## src/rtl/tk_pkg.sv

```systemverilog
package tk_pkg;

    localparam int BUS_AW       = 16;
    localparam int ALARM_EN_BIT = 7;

    typedef logic [BUS_AW-1:0] bus_addr_t;

    typedef struct packed {
        logic      valid;
        logic      we;
        bus_addr_t addr;
        logic [7:0] data;
    } byte_op_t;

    typedef enum logic [1:0] {
        XS_BYTE = 2'd0,
        XS_HALF = 2'd1,
        XS_WORD = 2'd2,
        XS_WIDE = 2'd3
    } xfer_size_e;

    typedef enum logic [3:0] {
        RB_FLAGS = 4'h0,
        RB_ASEC  = 4'h2,
        RB_AMIN  = 4'h3,
        RB_AHOUR = 4'h4,
        RB_ADATE = 4'h5,
        RB_IRQEN = 4'h6,
        RB_WDOG  = 4'h7
    } rb_off_e;

    function automatic logic [7:0] alarm_mask(input logic [3:0] off);
        case (rb_off_e'(off))
            RB_AHOUR: return 8'h3F;
            RB_ADATE: return 8'h1F;
            default:  return 8'h7F;
        endcase
    endfunction

    function automatic logic alarm_write_ok(input logic [3:0] off, input logic [7:0] v);
        logic [7:0] m;
        logic [6:0] n;
        logic       ok;
        m  = v & alarm_mask(off);
        ok = (m[7:4] <= 4'd9) && (m[3:0] <= 4'd9);
        n  = 7'(m[7:4]) * 7'd10 + 7'(m[3:0]);
        case (rb_off_e'(off))
            RB_AHOUR: ok = ok && (n <= 7'd23);
            RB_ADATE: ok = ok && (n != 7'd0);
            default:  ok = ok && (n <= 7'd59);
        endcase
        return ok;
    endfunction

    function automatic logic [1:0] last_lane(input logic [1:0] size);
        case (xfer_size_e'(size))
            XS_BYTE: return 2'd0;
            XS_HALF: return 2'd1;
            default: return 2'd3;
        endcase
    endfunction

endpackage

```

## src/rtl/tk_burst.sv

```systemverilog
module tk_burst
    import tk_pkg::*;
#(
    parameter int ADDR_W = 13
) (
    input  logic              clk,
    input  logic              rst,
    input  logic              req,
    input  logic              we,
    input  logic [1:0]        size,
    input  logic [ADDR_W-1:0] addr,
    input  logic [31:0]       wdata,
    input  logic [7:0]        core_rdata,
    output byte_op_t          op,
    output logic              busy,
    output logic              done,
    output logic [31:0]       rdata
);

    logic        busy_q, done_q, we_q;
    logic [1:0]  cnt_q, last_q;
    bus_addr_t   base_q;
    logic [31:0] wd_q, acc_q;
    logic [1:0]  lane;
    logic [31:0] lane_bits;

    always_ff @(posedge clk) begin
        if (rst) begin
            busy_q <= 1'b0;
            done_q <= 1'b0;
            we_q   <= 1'b0;
            cnt_q  <= '0;
            last_q <= '0;
            base_q <= '0;
            wd_q   <= '0;
            acc_q  <= '0;
        end else begin
            done_q <= 1'b0;
            if (!busy_q) begin
                if (req) begin
                    busy_q <= 1'b1;
                    cnt_q  <= '0;
                    last_q <= last_lane(size);
                    base_q <= BUS_AW'(addr);
                    wd_q   <= wdata;
                    we_q   <= we;
                    acc_q  <= '0;
                end
            end else begin
                acc_q <= {acc_q[23:0], core_rdata};
                cnt_q <= cnt_q + 2'd1;
                if (cnt_q == last_q) begin
                    busy_q <= 1'b0;
                    done_q <= 1'b1;
                end
            end
        end
    end

    always_comb begin
        lane      = last_q - cnt_q;
        lane_bits = wd_q >> {lane, 3'b000};
        op.valid  = busy_q;
        op.we     = we_q;
        op.addr   = base_q + BUS_AW'(cnt_q);
        op.data   = lane_bits[7:0];
    end

    assign busy  = busy_q;
    assign done  = done_q;
    assign rdata = acc_q;

    AST_DONE_ONE: assert property (@(posedge clk) disable iff (rst)
        done_q |=> !done_q) else $error("done held high");

endmodule

```

## src/rtl/tk_port_win.sv

```systemverilog
module tk_port_win
    import tk_pkg::*;
(
    input  logic       clk,
    input  logic       rst,
    input  logic       grant,
    input  logic       pw_sel,
    input  logic       pw_we,
    input  logic [1:0] pw_off,
    input  logic [7:0] pw_wdata,
    input  logic [7:0] core_rdata,
    output byte_op_t   op,
    output logic [7:0] pw_rdata
);

    bus_addr_t addr_q;
    logic      wr_go;

    assign wr_go = pw_sel && pw_we && grant;

    always_ff @(posedge clk) begin
        if (rst) begin
            addr_q <= '0;
        end else if (wr_go) begin
            case (pw_off)
                2'd0:    addr_q[7:0]  <= pw_wdata;
                2'd1:    addr_q[15:8] <= pw_wdata;
                2'd3:    addr_q       <= '0;
                default: ;
            endcase
        end
    end

    always_comb begin
        op.valid = wr_go && (pw_off == 2'd3);
        op.we    = 1'b1;
        op.addr  = addr_q;
        op.data  = pw_wdata;
        pw_rdata = (grant && pw_off == 2'd3) ? core_rdata : 8'hFF;
    end

    AST_ADDR_CLEAR: assert property (@(posedge clk) disable iff (rst)
        (wr_go && pw_off == 2'd3) |=> (addr_q == '0)) else $error("address not cleared");

endmodule

```

## src/rtl/tk_store.sv

```systemverilog
module tk_store
    import tk_pkg::*;
#(
    parameter int ADDR_W     = 13,
    parameter int LOW_BYTES  = 128,
    parameter bit FULL_MODEL = 1'b1
) (
    input  logic       clk,
    input  logic       rst,
    input  logic [1:0] lock_i,
    input  byte_op_t   op,
    input  logic [7:0] tm_sec,
    input  logic [7:0] tm_min,
    input  logic [7:0] tm_hour,
    input  logic [7:0] tm_date,
    output logic [7:0] rdata,
    output logic       alarm_hit,
    output logic       wd_load,
    output logic [7:0] wd_value
);

    localparam int PAGE_W = ADDR_W - 4;
    localparam int LOW_AW = $clog2(LOW_BYTES);
    localparam int TOP_N  = 16;
    localparam logic [ADDR_W:0] LOW_LIM    = (ADDR_W+1)'(LOW_BYTES);
    localparam logic [PAGE_W-1:0] LOCK0_PG = PAGE_W'(2);
    localparam logic [PAGE_W-1:0] LOCK1_PG = PAGE_W'(3);

    logic [7:0] low_mem [LOW_BYTES];
    logic [7:0] top_reg [TOP_N];

    logic [ADDR_W-1:0] a;
    logic [3:0]        off;
    logic [LOW_AW-1:0] idx;
    logic              hi_zero, in_low, in_top, locked, top_accept, wr;

    always_comb begin
        a       = op.addr[ADDR_W-1:0];
        off     = a[3:0];
        idx     = a[LOW_AW-1:0];
        hi_zero = (op.addr >> ADDR_W) == '0;
        in_low  = hi_zero && ({1'b0, a} < LOW_LIM);
        in_top  = hi_zero && (a[ADDR_W-1:4] == '1);
        locked  = in_low && ((lock_i[0] && a[ADDR_W-1:4] == LOCK0_PG) ||
                             (lock_i[1] && a[ADDR_W-1:4] == LOCK1_PG));
        wr      = op.valid && op.we;
        if (locked)      rdata = 8'hFF;
        else if (in_low) rdata = low_mem[idx];
        else if (in_top) rdata = top_reg[off];
        else             rdata = 8'hFF;
    end

    always_ff @(posedge clk) begin
        if (wr && in_low && !locked) low_mem[idx] <= op.data;
    end

    always_ff @(posedge clk) begin
        if (rst) begin
            for (int i = 0; i < TOP_N; i++) top_reg[i] <= '0;
        end else if (wr && in_top && top_accept) begin
            top_reg[off] <= op.data;
        end
    end

    generate
        if (FULL_MODEL) begin : gen_full
            logic match_now, match_q;

            always_comb begin
                case (rb_off_e'(off))
                    RB_FLAGS: top_accept = 1'b0;
                    RB_ASEC, RB_AMIN, RB_AHOUR, RB_ADATE:
                              top_accept = alarm_write_ok(off, op.data);
                    default:  top_accept = 1'b1;
                endcase
                match_now = top_reg[RB_IRQEN][ALARM_EN_BIT] &&
                    ((top_reg[RB_ASEC]  & 8'h7F) == (tm_sec  & 8'h7F)) &&
                    ((top_reg[RB_AMIN]  & 8'h7F) == (tm_min  & 8'h7F)) &&
                    ((top_reg[RB_AHOUR] & 8'h3F) == (tm_hour & 8'h3F)) &&
                    ((top_reg[RB_ADATE] & 8'h1F) == (tm_date & 8'h1F));
            end

            always_ff @(posedge clk) begin
                if (rst) begin
                    match_q   <= 1'b0;
                    alarm_hit <= 1'b0;
                    wd_load   <= 1'b0;
                    wd_value  <= '0;
                end else begin
                    match_q   <= match_now;
                    alarm_hit <= match_now && !match_q;
                    wd_load   <= wr && in_top && (off == RB_WDOG);
                    if (wr && in_top && (off == RB_WDOG)) wd_value <= op.data;
                end
            end

            AST_FLAGS_RO: assert property (@(posedge clk) disable iff (rst)
                $stable(top_reg[RB_FLAGS])) else $error("flags changed");
            AST_ASEC_BCD: assert property (@(posedge clk) disable iff (rst)
                alarm_write_ok(RB_ASEC, top_reg[RB_ASEC])) else $error("bad seconds stored");
            AST_AHOUR_BCD: assert property (@(posedge clk) disable iff (rst)
                alarm_write_ok(RB_AHOUR, top_reg[RB_AHOUR])) else $error("bad hours stored");
            AST_HIT_ONE: assert property (@(posedge clk) disable iff (rst)
                alarm_hit |=> !alarm_hit) else $error("alarm pulse too long");
        end else begin : gen_basic
            assign top_accept = 1'b1;
            assign alarm_hit  = 1'b0;
            assign wd_load    = 1'b0;
            assign wd_value   = 8'h00;
        end
    endgenerate

    AST_LOCK_KEEP: assert property (@(posedge clk) disable iff (rst)
        (wr && locked) |=> (low_mem[$past(idx)] == $past(low_mem[idx]))) else $error("locked byte written");

endmodule

```

## src/rtl/tk_nvram.sv

```systemverilog
module tk_nvram
    import tk_pkg::*;
#(
    parameter int ADDR_W     = 13,
    parameter int LOW_BYTES  = 128,
    parameter bit FULL_MODEL = 1'b1
) (
    input  logic              clk,
    input  logic              rst,
    input  logic [1:0]        lock_i,
    input  logic              db_req,
    input  logic              db_we,
    input  logic [1:0]        db_size,
    input  logic [ADDR_W-1:0] db_addr,
    input  logic [31:0]       db_wdata,
    output logic              db_busy,
    output logic              db_done,
    output logic [31:0]       db_rdata,
    input  logic              pw_sel,
    input  logic              pw_we,
    input  logic [1:0]        pw_off,
    input  logic [7:0]        pw_wdata,
    output logic [7:0]        pw_rdata,
    input  logic [7:0]        tm_sec,
    input  logic [7:0]        tm_min,
    input  logic [7:0]        tm_hour,
    input  logic [7:0]        tm_date,
    output logic              alarm_hit,
    output logic              wd_load,
    output logic [7:0]        wd_value
);

    byte_op_t   burst_op, win_op, core_op;
    logic [7:0] core_rdata;

    tk_burst #(.ADDR_W(ADDR_W)) burst_i (
        .clk(clk), .rst(rst), .req(db_req), .we(db_we), .size(db_size),
        .addr(db_addr), .wdata(db_wdata), .core_rdata(core_rdata),
        .op(burst_op), .busy(db_busy), .done(db_done), .rdata(db_rdata)
    );

    tk_port_win win_i (
        .clk(clk), .rst(rst), .grant(!db_busy), .pw_sel(pw_sel), .pw_we(pw_we),
        .pw_off(pw_off), .pw_wdata(pw_wdata), .core_rdata(core_rdata),
        .op(win_op), .pw_rdata(pw_rdata)
    );

    assign core_op = db_busy ? burst_op : win_op;

    tk_store #(.ADDR_W(ADDR_W), .LOW_BYTES(LOW_BYTES), .FULL_MODEL(FULL_MODEL)) store_i (
        .clk(clk), .rst(rst), .lock_i(lock_i), .op(core_op),
        .tm_sec(tm_sec), .tm_min(tm_min), .tm_hour(tm_hour), .tm_date(tm_date),
        .rdata(core_rdata), .alarm_hit(alarm_hit), .wd_load(wd_load), .wd_value(wd_value)
    );

endmodule

```

## config.mk

```make
export PLATFORM = sky130hd
export DESIGN_NAME = tk_nvram
export DESIGN_NICKNAME = d
export VERILOG_FILES = /design/src/rtl/tk_pkg.sv /design/src/rtl/tk_burst.sv /design/src/rtl/tk_port_win.sv /design/src/rtl/tk_store.sv /design/src/rtl/tk_nvram.sv
export SDC_FILE = /design/constraint.sdc
export NUM_CORES = 2
export LEC_CHECK = 0
export BUFFER_PORTS_ARGS = -buffer_cell sky130_fd_sc_hd__buf_2
export CAP_MARGIN = 20
export CORE_MARGIN = 2
export CORE_UTILIZATION = 50
export CTS_BUF_LIST = sky130_fd_sc_hd__clkbuf_4 sky130_fd_sc_hd__clkbuf_8 sky130_fd_sc_hd__clkbuf_16
export CTS_CLUSTER_DIAMETER = 150
export DETAILED_ROUTE_END_ITERATION = 10
export PLACE_DENSITY_LB_ADDON = 0.3
export SETUP_SLACK_MARGIN = 0.4
export SYNTH_ARGS = -nofsm -noshare
export SYNTH_HDL_FRONTEND = slang
export SYNTH_HIERARCHICAL = 1
export SYNTH_SLANG_ARGS = --single-unit
```

## constraint.sdc

```tcl
create_clock -name clk -period 5 [get_ports clk]
set_clock_uncertainty 0.1 [all_clocks]
set_input_delay 0.5 -clock clk [delete_from_list [all_inputs] [get_ports clk]]
set_output_delay 0.5 -clock clk [all_outputs]
set_load 0.05 [all_outputs]
```

## Yosys cells after proc, flatten, opt, wreduce, memory -nomap -nowiden

Memories as Yosys holds them, arrays and structs flattened.
Cells that the tools add are included.

| storage, ports and cells | value |
|---|---|
| register bits | 111 |
| bits in latches | 0 |
| bits in writable memories | 1,152 |
| bits in read-only memories | 0 |
| input bits | 97 |
| output and inout port bits | 52 |
| logic and storage cells | 117 |
| memories kept | 2 |

| cells by class | value |
|---|---|
| $add $sub $neg | 4 |
| $mul | 1 |
| divide/modulo/power cells | 0 |
| order comparisons | 5 |
| eq/ne operators | 16 |
| shift operators | 1 |
| mux-type cells | 30 |
| bitwise gates (word level) | 2 |
| reduce and logical (&&, ||, !) cells | 42 |

Memory list:

| memory | depth | width | rd ports | clocked after Yosys merged registers in | write ports | RTL line | RTL |
|---|---|---|---|---|---|---|---|
| store_i.low_mem | 128 | 8 | 1 | 0 | 1 | tk_store.sv:29 | `logic [7:0] low_mem [LOW_BYTES];` |
| store_i.top_reg | 16 | 8 | 6 | 0 | 16 | tk_store.sv:30 | `logic [7:0] top_reg [TOP_N];` |

Operators by type and width:

| operator | number |
|---|---|
| $mux 32 | 2 |
| $mux 8 | 6 |
| $pmux 8 s2 | 2 |
| $shr 32x5->8 | 1 |
| $mux 26 | 1 |
| $logic_and 1x1->1 | 24 |
| $eq 9x2->1 const B | 2 |
| $logic_not 16->1 | 1 |
| $add 13x2->14 | 1 |
| $eq 7x7->1 | 2 |
| $pmux 7 s2 | 1 |
| $lt 13x8->1 const B | 1 |
| $eq 4x3->1 const B | 3 |
| $mux 1 | 12 |
| $eq 9x9->1 const B | 1 |
| $and 8x8->8 | 1 |
| $eq 4x2->1 const B | 2 |
| $le 4x4->1 const B | 2 |
| $reduce_or 8->1 | 1 |
| $add 7x4->7 | 1 |
| $le 7x5->1 const B | 1 |
| $le 7x6->1 const B | 1 |
| $reduce_bool 7->1 | 1 |
| $eq 6x6->1 | 1 |
| other kinds (20) | 30 |

## Longest topological paths before layout

| depth | value |
|---|---|
| depth after elaboration | 20 |
| mapped depth | 20 |
| gate-level depth less buffers | 15 |

## Modules after synthesis

The synthesis kept the hierarchy.

Modules (own cells, without submodules):

| module | times used | cells an instance | area an instance (µm²) | seq. area each (µm²) |
|---|---|---|---|---|
| tk_store | 1 | 2,431 | 46,786.1 | 34,813.4 |
| tk_burst | 1 | 417 | 3,522.1 | 1,681.6 |
| tk_port_win | 1 | 85 | 877.1 | 320.3 |
| tk_nvram | 1 | 30 | 419.2 | 0.0 |

## Least setup slack after synthesis

No wires, ideal clock.

| path | value |
|---|---|
| path type | reg-to-reg |
| start point | register burst_i.cnt_q[1] |
| end point | memory store_i.top_reg[2][0], enable pin |
| library setup time | 387 ps |
| arrival | 4,790 ps |
| data required time | 4,513 ps |
| setup slack | -277 ps |
| stages on the path, launching flop included | 20 |
| path buffers | 5 |
| period minus slack after synthesis | 5,277 ps |
| cells stage by stage | dfxtp_1 ha_1 a21oi_1 nand2b_1 xnor2_1 mux2_4 buf_2 nor2b_1 clkbuf_1 clkbuf_1 clkbuf_1 a21oi_1 ha_1 ha_1 a21o_1 nand3_1 xor2_1 a31oi_1 buf_2 o31ai_1 |

RTL lines:

| element | RTL line | RTL |
|---|---|---|
| start: declaration | tk_burst.sv:21 | `logic [1:0] cnt_q, last_q;` |
| start signal: assignment | tk_burst.sv:51 | `cnt_q <= cnt_q + 2'd1;` |
| end: declaration | tk_store.sv:30 |  |

==> impl_metrics.json <==
{
  "power_w": 0.02398,
  "antenna_found_initial": 1,
  "fin_crit_ns": 5.314,
  "initial_core_util": 0.5058,
  "firstDrtPassIters": 6,
  "final_common_cell": "edfxtp_1",
  "htree_levels": 4,
  "dp.cells": 4570,
  "place_hpwl_um": 86690,
  "cap_violations": 0,
  "drt-initial-drc-count": 3957,
  "pin_count": 149,
  "rsz0062_at_grt": "true",
  "holdPathStages": 3,
  "worst_r2r_path_depth": 21,
  "crit_family": "multiplexers",
  "final_nets": 3607,
  "synthAdderAreaFrac": 0.003443,
  "path_common_cell": "buf_12",
  "via_count": 30690,
  "grt_max_degree": 98,
  "synth_top_family_by_area": "multiplexers",
  "power.density_mw_per_mm2": 378.8,
  "syn_area_per_cell_um2": 17.42,
  "drv_slew": 0,
  "hold_end": "burst_i/last_q[0]",
  "die_h_um": 325.3,
  "violations": "negative setup slack",
  "crit_chain": "ha_4, fa_2, buf_12, mux2_4, buf_12, buf_12, buf_6, mux4_2, mux4_2, o21ai_4, o41ai_4, or3_4, or2_4, buf_8",
  "wl_um": 142500,
  "core.rowCount": 117,
  "n_fill_cell": 7029,
  "layout_common_cells": "1152 x edfxtp_1, 299 x buf_4, 258 x nor2_1",
  "cp_num_buf_inv": 5,
  "r2r_end": "store_i/top_reg[5][1]",
  "hold_path.class": "in -> reg",
  "outcome": "finished with violations",
  "grt_remaining_overflow": 0,
  "die_area_mm2": 0.1058,
  "maxSlewHeadroom": 0.2541,
  "yosysSeqAreaShare": 0.7134,
  "fin_cells": 4959,
  "synthFlopType": "edfxtp_1",
  "p_leak_nw": 20.82,
  "cts-root-buf": "clkbuf_16",
  "grt_pass1_wl_um": 205900,
  "viasPerCell": 6.190,
  "drive_above_1_share": 0.3548,
  "rrSetupSlack_ns": 0.27,
  "fin_hold_ws_ns": 0.05349,
  "syn_area_mm2": 0.05160,
  "routabilityCongestion": 0.9121,
  "peakVddDrop_mv": 0.2738,
  "ant_nets": 0,
  "drc": 0,
  "worstPathRequired_ns": 4.40,
  "setup_ws_ns": -0.3140,
  "postLayoutCellArea_mm2": 0.06332,
  "tightest_slew_ns": 1.119,
  "cts.clk_slew.worst_paths_ns": 0.06,
  "yosys.area_share.simple": 0.06253,
  "dpl-instance-area_mm2": 0.05550,
  "ys_warn_count": 6,
  "fmax_mhz": 188.2,
  "clkLatencyLatePin_ns": 0.74,
  "critPathKind": "reg -> out",
  "largest_reg_flops": 1024,
  "end_kind": "output port",
  "critPathSlowestCell": "mux4_2",
  "area_growth_pct": 22.70,
  "synth_xor_area_frac": 0.007637,
  "cts_tree": "done",
  "n_antenna_cell": 0,
  "cpPeakStageDelay_ns": 0.53,
  "setup_viol": 8,
  "critPathLaunchType": "flop",
  "synth_cell_types": 86,
  "fp.dieW_um": 325.3,
  "io_buffers": 141,
  "r2r-start": "burst_i/cnt_q[0]",
  "synthArstFlopShare": 0,
  "wl_per_cell_um": 28.74,
  "min_period_over_period": 1.063,
  "grt_pass1_vias": 30630,
  "cts_buffers": 132,
  "synthCells": 2963,
  "clockBufferDepth": 3,
  "finalHoldViolCount": 0,
  "core_area_mm2": 0.1020,
  "cts_sinks": 1263,
  "synth_edf_count": 1152,
  "synth_compound_area_frac": 0.03782,
  "muxShareOfSynthArea": 0.1518,
  "worstPathArrival_ns": 4.71,
  "grt.total_usage": 0.2656,
  "cp_max_fo": 5,
  "synth-seq-cells": 1263,
  "hold_start": "db_size[0]"
}
synthesized netlist by cell type, types with 9 or more instances:
master | n | area (um^2)
buf_2 | 48 | 240.2
inv_1 | 14 | 52.55
a2111oi_0 | 11 | 96.34
or3b_1 | 10 | 87.58
o22ai_1 | 11 | 68.82
buf_1 | 10 | 37.54
o21ai_1 | 22 | 110.1
a22oi_1 | 17 | 127.6
ha_1 | 11 | 137.6
nor2_1 | 299 | 1122
buf_4 | 39 | 292.8
nand3_1 | 28 | 140.1
edfxtp_1 | 1152 | 34590
or2_2 | 9 | 56.30
clkbuf_1 | 80 | 300.3
a221oi_1 | 16 | 140.1
xnor2_1 | 16 | 140.1
buf_6 | 17 | 191.4
mux2_4 | 19 | 285.3
mux2i_1 | 134 | 1341
and2_1 | 13 | 81.33
nor3_1 | 18 | 90.09
nand2b_1 | 22 | 137.6
nand2_1 | 176 | 660.6
o221ai_1 | 24 | 210.2
xor2_1 | 24 | 210.2
a22o_1 | 11 | 96.34
dfxtp_1 | 111 | 2222
mux2_2 | 37 | 416.7
nor3b_1 | 36 | 270.3
mux4_2 | 256 | 5766
nor4_1 | 30 | 187.7
nor2b_1 | 12 | 75.07
nand4_1 | 9 | 56.30
a21oi_1 | 108 | 540.5
tightest hold or removal path, delay by kind of cell:
kind            cells  cell delay, ns
compound gates      1            0.22
buf+inv             1            0.08
simple gates        1            0.04
final cells by class:
cell class / instances / area (um^2) / area share
repair buffers: 585 / 5318 / 0.08398
multi-input cells: 1498 / 15260 / 0.2410
inverters: 17 / 72.57 / 0.001146
flip-flops and latches: 1263 / 36820 / 0.5816
well taps: 1368 / 1712 / 0.02703
clock inverters: 59 / 454.2 / 0.007173
clock buffers: 169 / 3681 / 0.05814
how the worst max path moves through the flow:
stage | from | end | slack (ns) | depth (start not counted)
detailed placement | burst_i/cnt_q[0] | pw_rdata[4] | -0.48 | 13
floorplan | burst_i/cnt_q[0] | store_i/top_reg[2][0] | 0.41 | 18
global placement | burst_i/cnt_q[0] | pw_rdata[4] | -0.51 | 13
global route | burst_i/cnt_q[0] | pw_rdata[1] | -0.35 | 18
finish | burst_i/cnt_q[0] | pw_rdata[5] | -0.31 | 14
CTS | burst_i/cnt_q[0] | pw_rdata[6] | -0.30 | 13
layer usage:
layer	up-vias	part of all wire	global-route usage
met4	0	0.043	0.1113
met5	-	0	0
li1	12790	-	-
met1	15790	0.37	0.3483
met3	366	0.095	0.05384
met2	1747	0.49	0.4351
where the power goes:
part	internal [W]	leakage (nW)	switching (W)
logic	0.00112	7.28	0.00163
registers	0.0118	11.5	0.0000570
clock network	0.00542	2.06	0.00396
cell families after synthesis:
family | count (synthesis)
AOI/OAI and AO/OA | 285
xor gates and xnor gates | 42
adders and majority gates | 13
buffers and inverters | 215
DFF | 1263
muxes | 448
other | 3
and+or+nand+nor | 694
timing repair:
item,4_1_cts,5_1_grt
pin swaps,60,31
endpoints found under the hold margin,48,0
setup endpoints to repair,699,814
buffers inserted,68,21
gates resized for setup,276,97
hold buffers,50,0
gates cloned,17,5
per-stage QoR:
stage	util	TNS [ns]	worst slack (ns)
after global placement	0.5439	-0.5142	-0.5142
after floorplan	-	0	0.4065
after detailed placement	0.5439	-0.4783	-0.4772
final	0.6206	-1.713	-0.3140
after CTS	0.6130	-1.772	-0.3009
after global routing	0.6206	-2.214	-0.3473
No activity file was read; power rests on OpenSTA's default activity.
